**src/rtl/dcs_pkg.sv**
```systemverilog
package dcs_pkg;
  typedef enum logic [3:0] {
    ST_OFF, ST_DST_REQ, ST_DST_WAIT, ST_SRC_REQ, ST_SRC_WAIT,
    ST_RUN, ST_LNK_REQ, ST_LNK_WAIT, ST_PAUSE
  } dcs_state_e;

  localparam logic [1:0] KIND_DST  = 2'd0;
  localparam logic [1:0] KIND_SRC  = 2'd1;
  localparam logic [1:0] KIND_NEXT = 2'd2;

  localparam logic [1:0] CMD_HALT = 2'd1;
  localparam logic [1:0] CMD_STOP = 2'd2;

  localparam logic [1:0] STAT_OFF   = 2'd0;
  localparam logic [1:0] STAT_RUN   = 2'd1;
  localparam logic [1:0] STAT_PAUSE = 2'd2;
  localparam logic [1:0] STAT_ERR   = 2'd3;
endpackage

```
**src/rtl/dcs_ptr.sv**
```systemverilog
// Current descriptor pointers: index 0 destination, index 1 source.
module dcs_ptr #(
  parameter int ADDR_W    = 49,
  parameter int DSC_BYTES = 16
) (
  input  logic              clk,
  input  logic              rst,
  input  logic              load_start,
  input  logic              step_lin,
  input  logic              load_next,
  input  logic [ADDR_W-1:0] src_start,
  input  logic [ADDR_W-1:0] dst_start,
  input  logic [ADDR_W-1:0] next_ptr,
  output logic [ADDR_W-1:0] src_ptr,
  output logic [ADDR_W-1:0] dst_ptr,
  output logic [ADDR_W-1:0] link_addr,
  output logic [1:0]        misalign
);
  localparam int ALIGN_W = $clog2(DSC_BYTES);
  localparam logic [ADDR_W-1:0] STEP = ADDR_W'(DSC_BYTES);

  logic [ADDR_W-1:0] ptr_q [2];

  always_ff @(posedge clk) begin
    if (rst) begin
      ptr_q[0] <= '0;
      ptr_q[1] <= '0;
    end else if (load_start) begin
      ptr_q[0] <= dst_start;
      ptr_q[1] <= src_start;
    end else if (step_lin) begin
      ptr_q[1] <= ptr_q[1] + STEP;
    end else if (load_next) begin
      ptr_q[1] <= next_ptr;
    end
  end

  for (genvar g = 0; g < 2; g++) begin : g_align
    assign misalign[g] = |ptr_q[g][ALIGN_W-1:0];
  end

  assign dst_ptr   = ptr_q[0];
  assign src_ptr   = ptr_q[1];
  assign link_addr = ptr_q[1] + STEP;
endmodule

```
**src/rtl/dcs_fsm.sv**
```systemverilog
module dcs_fsm
  import dcs_pkg::*;
#(
  parameter int ADDR_W = 49,
  parameter int SIZE_W = 30
) (
  input  logic              clk,
  input  logic              rst,
  input  logic              cfg_wr,
  input  logic              cfg_en,
  input  logic              cfg_cont,
  input  logic              cfg_from_start,
  input  logic              reg_mode,
  input  logic [1:0]        misalign,
  input  logic [ADDR_W-1:0] src_ptr,
  input  logic [ADDR_W-1:0] dst_ptr,
  input  logic [ADDR_W-1:0] link_addr,
  input  logic              mem_valid,
  input  logic [SIZE_W-1:0] dsc_size,
  input  logic              dsc_linked,
  input  logic [1:0]        dsc_cmd,
  input  logic              dsc_irq,
  input  logic              xfer_cmpl,
  output logic              load_start,
  output logic              step_lin,
  output logic              load_next,
  output logic              mem_req,
  output logic [1:0]        mem_kind,
  output logic [ADDR_W-1:0] mem_addr,
  output logic              xfer_go,
  output logic [SIZE_W-1:0] xfer_size,
  output logic              en_o,
  output logic              cont_o,
  output logic [1:0]        status,
  output logic              done_evt,
  output logic              src_done_evt,
  output logic              pause_evt,
  output logic              src_rd_err,
  output logic              dst_rd_err
);
  dcs_state_e st_q, st_d;
  logic en_q, cont_q, fs_q, err_q;
  logic linked_q, irq_q;
  logic [1:0] cmd_q;

  logic issue, go, cmpl, stop, halt, leave_pause, bad_src, bad_dst;
  logic [1:0]        issue_kind;
  logic [ADDR_W-1:0] issue_addr;

  always_comb begin
    st_d        = st_q;
    load_start  = 1'b0;
    step_lin    = 1'b0;
    load_next   = 1'b0;
    issue       = 1'b0;
    issue_kind  = KIND_DST;
    issue_addr  = dst_ptr;
    go          = 1'b0;
    cmpl        = 1'b0;
    stop        = 1'b0;
    halt        = 1'b0;
    leave_pause = 1'b0;
    bad_src     = 1'b0;
    bad_dst     = 1'b0;
    case (st_q)
      ST_OFF: begin
        if (en_q) begin
          load_start = 1'b1;
          st_d       = ST_DST_REQ;
        end
      end
      ST_DST_REQ: begin
        if (!reg_mode && misalign[0]) begin
          bad_dst = 1'b1;
          st_d    = ST_OFF;
        end else begin
          issue = 1'b1;
          st_d  = ST_DST_WAIT;
        end
      end
      ST_DST_WAIT: if (mem_valid) st_d = ST_SRC_REQ;
      ST_SRC_REQ: begin
        if (!reg_mode && misalign[1]) begin
          bad_src = 1'b1;
          st_d    = ST_OFF;
        end else begin
          issue      = 1'b1;
          issue_kind = KIND_SRC;
          issue_addr = src_ptr;
          st_d       = ST_SRC_WAIT;
        end
      end
      ST_SRC_WAIT: begin
        if (mem_valid) begin
          go   = 1'b1;
          st_d = ST_RUN;
        end
      end
      ST_RUN: begin
        if (xfer_cmpl) begin
          cmpl = 1'b1;
          if (reg_mode || cmd_q == CMD_STOP) begin
            stop = 1'b1;
            st_d = ST_OFF;
          end else if (cmd_q == CMD_HALT) begin
            halt = 1'b1;
            st_d = ST_PAUSE;
          end else if (linked_q) begin
            st_d = ST_LNK_REQ;
          end else begin
            step_lin = 1'b1;
            st_d     = ST_SRC_REQ;
          end
        end
      end
      ST_LNK_REQ: begin
        issue      = 1'b1;
        issue_kind = KIND_NEXT;
        issue_addr = link_addr;
        st_d       = ST_LNK_WAIT;
      end
      ST_LNK_WAIT: begin
        if (mem_valid) begin
          load_next = 1'b1;
          st_d      = ST_SRC_REQ;
        end
      end
      ST_PAUSE: begin
        if (cont_q) begin
          leave_pause = 1'b1;
          if (!en_q) begin
            st_d = ST_OFF;
          end else if (fs_q) begin
            load_start = 1'b1;
            st_d       = ST_DST_REQ;
          end else if (linked_q) begin
            st_d = ST_LNK_REQ;
          end else begin
            step_lin = 1'b1;
            st_d     = ST_SRC_REQ;
          end
        end
      end
      default: st_d = ST_OFF;
    endcase
  end

  always_ff @(posedge clk) begin
    if (rst) begin
      st_q         <= ST_OFF;
      en_q         <= 1'b0;
      cont_q       <= 1'b0;
      fs_q         <= 1'b0;
      err_q        <= 1'b0;
      linked_q     <= 1'b0;
      irq_q        <= 1'b0;
      cmd_q        <= '0;
      mem_req      <= 1'b0;
      mem_kind     <= KIND_DST;
      mem_addr     <= '0;
      xfer_go      <= 1'b0;
      xfer_size    <= '0;
      done_evt     <= 1'b0;
      src_done_evt <= 1'b0;
      pause_evt    <= 1'b0;
      src_rd_err   <= 1'b0;
      dst_rd_err   <= 1'b0;
    end else begin
      st_q         <= st_d;
      mem_req      <= issue;
      xfer_go      <= go;
      done_evt     <= cmpl;
      src_done_evt <= cmpl && irq_q;
      pause_evt    <= halt;
      src_rd_err   <= bad_src;
      dst_rd_err   <= bad_dst;
      if (issue) begin
        mem_kind <= issue_kind;
        mem_addr <= issue_addr;
      end
      if (go) begin
        xfer_size <= dsc_size;
        linked_q  <= dsc_linked;
        cmd_q     <= dsc_cmd;
        irq_q     <= dsc_irq;
      end
      if (cfg_wr) begin
        en_q   <= cfg_en;
        cont_q <= cfg_cont;
        fs_q   <= cfg_from_start;
        if (cfg_en) err_q <= 1'b0;
      end
      if (stop || bad_src || bad_dst) en_q <= 1'b0;
      if (bad_src || bad_dst) err_q <= 1'b1;
      if (leave_pause) cont_q <= 1'b0;
    end
  end

  assign en_o   = en_q;
  assign cont_o = cont_q;
  assign status = err_q             ? STAT_ERR   :
                  (st_q == ST_OFF)   ? STAT_OFF   :
                  (st_q == ST_PAUSE) ? STAT_PAUSE : STAT_RUN;
endmodule

```
**src/rtl/dma_chan_seq.sv**
```systemverilog
module dma_chan_seq #(
  parameter int ADDR_W    = 49,
  parameter int SIZE_W    = 30,
  parameter int DSC_BYTES = 16
) (
  input  logic              clk,
  input  logic              rst,
  input  logic              cfg_wr,
  input  logic              cfg_en,
  input  logic              cfg_cont,
  input  logic              cfg_from_start,
  input  logic              reg_mode,
  input  logic [ADDR_W-1:0] src_start,
  input  logic [ADDR_W-1:0] dst_start,
  output logic              mem_req,
  output logic [1:0]        mem_kind,
  output logic [ADDR_W-1:0] mem_addr,
  input  logic              mem_valid,
  input  logic [ADDR_W-1:0] mem_rdata,
  input  logic [SIZE_W-1:0] dsc_size,
  input  logic              dsc_linked,
  input  logic [1:0]        dsc_cmd,
  input  logic              dsc_irq,
  output logic              xfer_go,
  output logic [SIZE_W-1:0] xfer_size,
  input  logic              xfer_cmpl,
  output logic              en_o,
  output logic              cont_o,
  output logic [1:0]        status,
  output logic              done_evt,
  output logic              src_done_evt,
  output logic              pause_evt,
  output logic              src_rd_err,
  output logic              dst_rd_err,
  output logic [ADDR_W-1:0] src_ptr_o,
  output logic [ADDR_W-1:0] dst_ptr_o
);
  localparam int ALIGN_W = $clog2(DSC_BYTES);

  logic              load_start, step_lin, load_next;
  logic [ADDR_W-1:0] link_addr;
  logic [1:0]        misalign;

  dcs_ptr #(.ADDR_W(ADDR_W), .DSC_BYTES(DSC_BYTES)) u_ptr (
    .clk        (clk),
    .rst        (rst),
    .load_start (load_start),
    .step_lin   (step_lin),
    .load_next  (load_next),
    .src_start  (src_start),
    .dst_start  (dst_start),
    .next_ptr   (mem_rdata),
    .src_ptr    (src_ptr_o),
    .dst_ptr    (dst_ptr_o),
    .link_addr  (link_addr),
    .misalign   (misalign)
  );

  dcs_fsm #(.ADDR_W(ADDR_W), .SIZE_W(SIZE_W)) u_fsm (
    .clk            (clk),
    .rst            (rst),
    .cfg_wr         (cfg_wr),
    .cfg_en         (cfg_en),
    .cfg_cont       (cfg_cont),
    .cfg_from_start (cfg_from_start),
    .reg_mode       (reg_mode),
    .misalign       (misalign),
    .src_ptr        (src_ptr_o),
    .dst_ptr        (dst_ptr_o),
    .link_addr      (link_addr),
    .mem_valid      (mem_valid),
    .dsc_size       (dsc_size),
    .dsc_linked     (dsc_linked),
    .dsc_cmd        (dsc_cmd),
    .dsc_irq        (dsc_irq),
    .xfer_cmpl      (xfer_cmpl),
    .load_start     (load_start),
    .step_lin       (step_lin),
    .load_next      (load_next),
    .mem_req        (mem_req),
    .mem_kind       (mem_kind),
    .mem_addr       (mem_addr),
    .xfer_go        (xfer_go),
    .xfer_size      (xfer_size),
    .en_o           (en_o),
    .cont_o         (cont_o),
    .status         (status),
    .done_evt       (done_evt),
    .src_done_evt   (src_done_evt),
    .pause_evt      (pause_evt),
    .src_rd_err     (src_rd_err),
    .dst_rd_err     (dst_rd_err)
  );
endmodule

```
**config.mk**
```make
export PLATFORM = sky130hd
export DESIGN_NAME = dma_chan_seq
export DESIGN_NICKNAME = d
export VERILOG_FILES = /design/src/rtl/dcs_pkg.sv /design/src/rtl/dcs_ptr.sv /design/src/rtl/dcs_fsm.sv /design/src/rtl/dma_chan_seq.sv
export SDC_FILE = /design/constraint.sdc
export NUM_CORES = 1
export LEC_CHECK = 0
export BUFFER_PORTS_ARGS = -buffer_cell sky130_fd_sc_hd__clkbuf_2
export CORE_MARGIN = 2
export CORE_UTILIZATION = 36
export DETAILED_ROUTE_END_ITERATION = 16
export GPL_ROUTABILITY_DRIVEN = 0
export PLACE_DENSITY = 0.63
export SKIP_CTS_REPAIR_TIMING = 1
export SYNTH_ARGS = -nofsm -noshare
export SYNTH_HDL_FRONTEND = slang
export SYNTH_SLANG_ARGS = --single-unit
```
**constraint.sdc**
```tcl
create_clock -name clk -period 4.6 [get_ports clk]
set_input_delay 0.92 -clock clk [delete_from_list [all_inputs] [get_ports clk]]
set_output_delay 0.92 -clock clk [all_outputs]
set_load 0.01 [all_outputs]
```
==> out/qor.txt, run 1 <==
Status: completed
Net Sw Frac: 35.27%
Top Ports: 380
Vias in the first global route: 10010
Cell Rows: 63
RSZ-0062 raised after global routing: false
Total power: 5.406 mW
Post-synth ARST share: 0%
Mean routed wirelength per cell: 21.37 um
Top-area cell type share of the netlist area: 27.21%
Reg clk slew, reported paths: 0.07 ns
Worst Clk Skew: 0.01772 ns
Final Cycle Share: 70.04%
Main synth FF type: dfxtp_1
Die Y-Extent: 177.3 um
Layout area overhead: 25.07%
Worst-skew pair later-pin latency: 0.45 ns
Synth Area in XOR/XNOR: 2.106%
Critical path class: reg2reg
Sequential power share: 45.5%
Htree depth: 4
Core area: 0.02964 mm^2
Yosys warning count: 0
Antenna violations before repair: 1
Layout cell share with drive strength beyond 1: 30.93%
Cell count after placement: 1868
Leading area contributor after synthesis: edfxtp_1
Worst-margin pin slew: 1.221 ns
Max_cap viols: 0
Final core utilization: 45.63%
Startpoint Class: register
TritonCTS clock tree: yes
Yosys reg bits: 198
Post-Synthesis Cells: 1188
Max VDD drop: 0.2362 mV
PwrDens: 399.7 mW/mm^2
Simple-gate share of the synthesized area: 23.68%
Top post-synthesis cells by count: nand2_1 (150), dfxtp_1 (100), edfxtp_1 (98)
Fin. max-slew vios: 0
Internal Power: 3.499 mW
Logic pwr share: 27.0%
Fin nets: 1688
Mean area per synthesized cell: 9.103 um^2
Remaining DRCs: 0
Root Buffer: clkbuf_16
Max FO, Critical Path: 24
Clock share of power: 27.6%
Pre-antenna DRT Iters: 6
Largest net degree at the start of global routing: 107
Most frequent cell after synthesis: nand2_1
NetSw: 1.907 mW
Crit end category: register
Via Count: 10820
Portion of netlist area occupied by mux cells: 3.251%
Top cells by area, synth: edfxtp_1 (27%), dfxtp_1 (19%), nand2_1 (5.2%)
First-pass GRT wire length: 59.91 mm
Dpl ws: 1.255 ns
F_max: 310.4 MHz
EDFF count, synth: 98
Compound-gate portion of the synthesized area: 19.85%
Sequential area share after synthesis: 45.72%
Post-DP HPWL: 28.88 mm
Final Critical Period: 3.222 ns
Gr usage total: 25.16%
Non-Filler Instances: 1901
Leakage: 5.358 nW
Cell Area, Synth: 0.01081 mm^2
Num CTS Buffers: 17
Hold Path Class: reg2reg
Final Setup Violations: 0
Crit path cell chain: nor4b_4 -> nand3_1 -> a2111oi_4 -> or3_2 -> buf_12
GRT overflow: 0
Critical Path AT: 3.36 ns
DIE AREA: 0.03144 mm^2
Initial DRC count: 936
Mapped Nets: 1379
Req. time, crit path: 4.74 ns
Area share of fa/ha/maj cells after synthesis: 0.1157%
Setup_tns: 0 ns
Die width: 177.3 um
Starting Density: 36.49%
Drt via density: 5.692
PnR worst setup slack: 1.378 ns
Total wire length: 40.62 mm
Final count of hold timing violations: 0
Largest family of logic cells by synthesized area: simple AND/OR/NAND/NOR gates
Port Buf Inserts: 379
Netlist cell types: 79
Slowest-stage cell, CP: dfxtp_1
Largest stage delay on the critical path: 0.75 ns
Slew headroom: 18.58%
Clk sinks: 198
Post-route ant nets: 0
CTS Buffer Depth: 2
## layout make-up
type | count | area [um^2]
Clock buffer | 20 | 436.7
Fill cell | 2952 | 16110
Multi-Input combinational cell | 863 | 5371
Sequential cell | 198 | 4945
Tap cell | 390 | 488.0
Clock inverter | 12 | 120.1
Antenna cell | 1 | 2.502
Inverter | 16 | 60.06
Timing Repair Buffer | 401 | 2102
## sequential cells by signal, summed over array words and instances (netlist names), 2 cells and up
register and count:
u_ptr.ptr_q 98, u_fsm.st_q 4, u_fsm.cmd_q 2, u_fsm.mem_addr 49, u_fsm.mem_kind 2, u_fsm.xfer_size 30
## cells by family (layout without fill, tap and decap cells)
family | after synthesis | count (layout)
AND/OR/NAND/NOR | 490 | 490
AO/OA/AOI/OAI | 312 | 312
flip-flops | 198 | 198
buffers and inverters | 127 | 449
multiplexers | 34 | 34
XOR/XNOR | 26 | 26
adder cells (fa/ha/maj) | 1 | 1
other | 0 | 1
## routing by layer
layer / part of all wire [%] / GRT usage, % / vias up
li1: - / - / 5043
met1: 41 / 31.46 / 5119
met2: 48 / 42.88 / 586
met3: 8.4 / 5.463 / 73
met4: 2.7 / 8.607 / 0
met5: 0 / 0 / -
## path summary, 6_finish.rpt
path	cells past startpoint	from	end	slack (ns)
worst max-delay path	5	u_fsm.st_q[3]	u_ptr.ptr_q[1][24]	1.38
worst min-delay path	2	u_fsm.xfer_size[13]	u_fsm.xfer_size[13]	0.46
worst min register to register	2	u_fsm.xfer_size[13]	u_fsm.xfer_size[13]	0.46
worst max register to register	5	u_fsm.st_q[3]	u_ptr.ptr_q[1][24]	1.38
## critical path: cells and delay by family (launching register included)
family | cells | cell delay, ns
AO/OA/AOI/OAI | 1 | 0.59
buffers and inverters | 1 | 0.27
flip-flops | 1 | 0.75
AND/OR/NAND/NOR | 3 | 1.27
## through the flow
stage | area, um^2 | hold slack [ns]
global route | 13520 | 0.4719
finish | 13530 | 0.4558
global placement | 12970 | 0.4383
CTS | 13520 | 0.4571
floorplan | 10810 | 0.4296
detailed placement | 12970 | 0.4468
## cells in the final DEF, fill, tap and decap left out, types with 5 or more instances in the layout
master,netlist,final
clkbuf_2,1,378
nand2_1,150,150
dfxtp_1,100,100
edfxtp_1,98,98
nor2_1,90,87
a21oi_1,72,72
and2_1,58,58
o21ai_0,54,53
a211oi_1,39,39
nor3_1,35,34
nand3_1,32,32
mux2i_1,28,28
nor4_1,27,27
xnor2_1,21,21
o31ai_1,20,20
buf_4,4,20
nand4_1,19,19
clkbuf_16,0,17
a311oi_1,16,16
inv_1,16,15
and3_1,13,13
a22oi_1,13,13
a22o_1,13,13
or3_1,13,12
a31oi_1,12,12
o221ai_1,11,11
and4_1,8,8
nor3b_1,8,8
a221oi_1,8,8
o31a_1,6,6
a21o_1,6,6
o21bai_1,6,6
nand2b_1,5,5
nor4_4,5,5
mux2_2,5,5
xor2_1,5,5
inv_6,0,5
## power by group through the flow
stage                     Sequential, mW  Clock, mW  Combinational, mW
after floorplan                     2.49          0              0.791
after global placement              2.48          0               1.44
after detailed placement            2.49          0               1.47
after CTS                           2.45       1.52               1.47
after global routing                2.49       1.59               1.60
final                               2.46       1.49               1.46
Note: power is estimated with default switching activity, not from simulation.
==> run 2: changes to the inputs <==
--- a/config.mk
+++ b/config.mk
@@ -10,7 +10,7 @@
 export CORE_UTILIZATION = 36
 export DETAILED_ROUTE_END_ITERATION = 16
 export GPL_ROUTABILITY_DRIVEN = 0
-export PLACE_DENSITY = 0.63
+export PLACE_DENSITY = 0.65
 export SKIP_CTS_REPAIR_TIMING = 1
 export SYNTH_ARGS = -nofsm -noshare
 export SYNTH_HDL_FRONTEND = slang
==> constraint.sdc (replaced) <==
create_clock -name clk -period 2.9 [get_ports clk]
set_input_delay 0.58 -clock clk [delete_from_list [all_inputs] [get_ports clk]]
set_output_delay 0.58 -clock clk [all_outputs]
set_load 0.01 [all_outputs]
==> run 2 against run 1 <==
  * Setup slack worse by 1.2 ns
  * Global-route usage up 0.12 points
  * Clock power up 59%
  * Sequential power up 55%
  * Utilization up 1.1 points
==> out/qor.txt, run 2 (same netlist as run 1, synthesis figures left out) <==
Status: completed
CTS Buffer Depth: 2
Largest net degree at the start of global routing: 108
Num CTS Buffers: 17
Via Count: 10910
F_max: 371.4 MHz
Largest register FFs: 98
Worst-skew pair later-pin latency: 0.45 ns
Worst-margin pin slew: 1.233 ns
Critical Path AT: 3.00 ns
Final Cycle Share: 92.86%
Final Setup Violations: 0
Clk sinks: 198
Fin nets: 1721
Crit end category: register
Post-DP HPWL: 30.06 mm
Max_cap viols: 0
Cell Rows: 63
Die width: 177.3 um
WL met2: 20.06 mm
Most frequent cells in the layout: clkbuf_2 (378), nand2_1 (150), dfxtp_1 (100)
Final instance area: 0.01386 mm^2
DIE AREA: 0.03144 mm^2
Max FO, Critical Path: 14
Htree depth: 4
Root Buffer: clkbuf_16
Reg clk slew, reported paths: 0.08 ns
Max VDD drop: 0.4096 mV
Req. time, crit path: 3.20 ns
Leakage: 5.554 nW
Total wire length: 41.04 mm
Starting Density: 36.49%
Gr usage total: 25.28%
Mean routed wirelength per cell: 21.21 um
Placed Area: 0.01329 mm^2
TritonCTS clock tree: yes
Hold Path Class: in2reg
Post-route ant nets: 0
Worst Clk Skew: 0.01855 ns
Port Buf Inserts: 379
RSZ-0062 raised after global routing: false
Met1 Wirelength: 16.46 mm
PnR worst setup slack: 0.2072 ns
Initial DRC count: 835
Fin. max-slew vios: 0
Commonest non-fill, non-tap cell in the layout: clkbuf_2
PwrDens: 628.2 mW/mm^2
Die Y-Extent: 177.3 um
Drt via density: 5.636
Met3 wire len: 3.383 mm
Slew headroom: 17.82%
Critical path class: reg2reg
Final Critical Period: 2.693 ns
Layout cell share with drive strength beyond 1: 32.60%
First-pass GRT wire length: 60.15 mm
Top Registers: u_ptr.ptr_q (98), u_fsm.mem_addr (49), u_fsm.xfer_size (30)
Setup_tns: 0 ns
Startpoint Class: register
Final count of hold timing violations: 0
DR top layer: met5
Core area: 0.02964 mm^2
GRT overflow: 0
Remaining DRCs: 0
Dpl ws: 0.1755 ns
Vias in the first global route: 10120
Top Ports: 380
Antenna violations before repair: 5
Biggest register: u_ptr.ptr_q
Pre-antenna DRT Iters: 5
Layout area overhead: 28.14%
-- run 2: stage by stage --
| stage | hold slack, ns | instances | power, mW | utilization (%) |
|---|---|---|---|---|
| final | 0.3618 | 1935 | 8.705 | 46.75 |
| after global routing | 0.3493 | 1934 | 9.148 | 46.75 |
| after CTS | 0.3432 | 1933 | 8.764 | 46.72 |
| after detailed placement | 0.4469 | 1901 | 6.399 | 44.85 |
| after global placement | 0.4411 | 1901 | 6.357 | 44.85 |
| after floorplan | 0.4296 | 1188 | 5.199 | - |
-- run 2: critical path, stage by stage, from the launching register on --
cell	delay [ns]
edfxtp_1	0.52
nand3_2	0.17
or4_1	0.55
buf_4	0.22
nor4_1	0.57
mux2_2	0.40
a21oi_1	0.12
-- run 2: cell type report --
class	count	area [um^2]
Antenna cell	2	5.005
Clock inverter	12	117.6
Inverter	16	63.81
Timing Repair Buffer	434	2412
Fill cell	2926	15780
Sequential cell	198	4945
Clock buffer	20	436.7
Multi-Input combinational cell	863	5389
Tap cell	390	488.0
-- run 2: final timing paths --
path	depth (start not counted)	end	slack (ns)	startpoint
min	3	u_fsm.xfer_size[29]	0.36	dsc_size[29]
max	6	u_ptr.ptr_q[1][39]	0.21	u_ptr.ptr_q[1][20]
max reg2reg	6	u_ptr.ptr_q[1][39]	0.21	u_ptr.ptr_q[1][20]
min reg2reg	2	u_fsm.xfer_size[18]	0.45	u_fsm.xfer_size[18]
-- run 2: metal layers --
layer	GRT usage, %	vias to the layer above
met5	0	-
met4	8.163	4
met3	6.427	67
met2	43.21	544
met1	31.13	5187
li1	-	5104
-- run 2: where the power goes --
part,leakage (nW),switching [mW],internal [mW]
sequential,1.84,0.400,3.42
combinational,3.45,1.50,1.02
clock,0.266,1.16,1.20
total,5.55,3.06,5.64
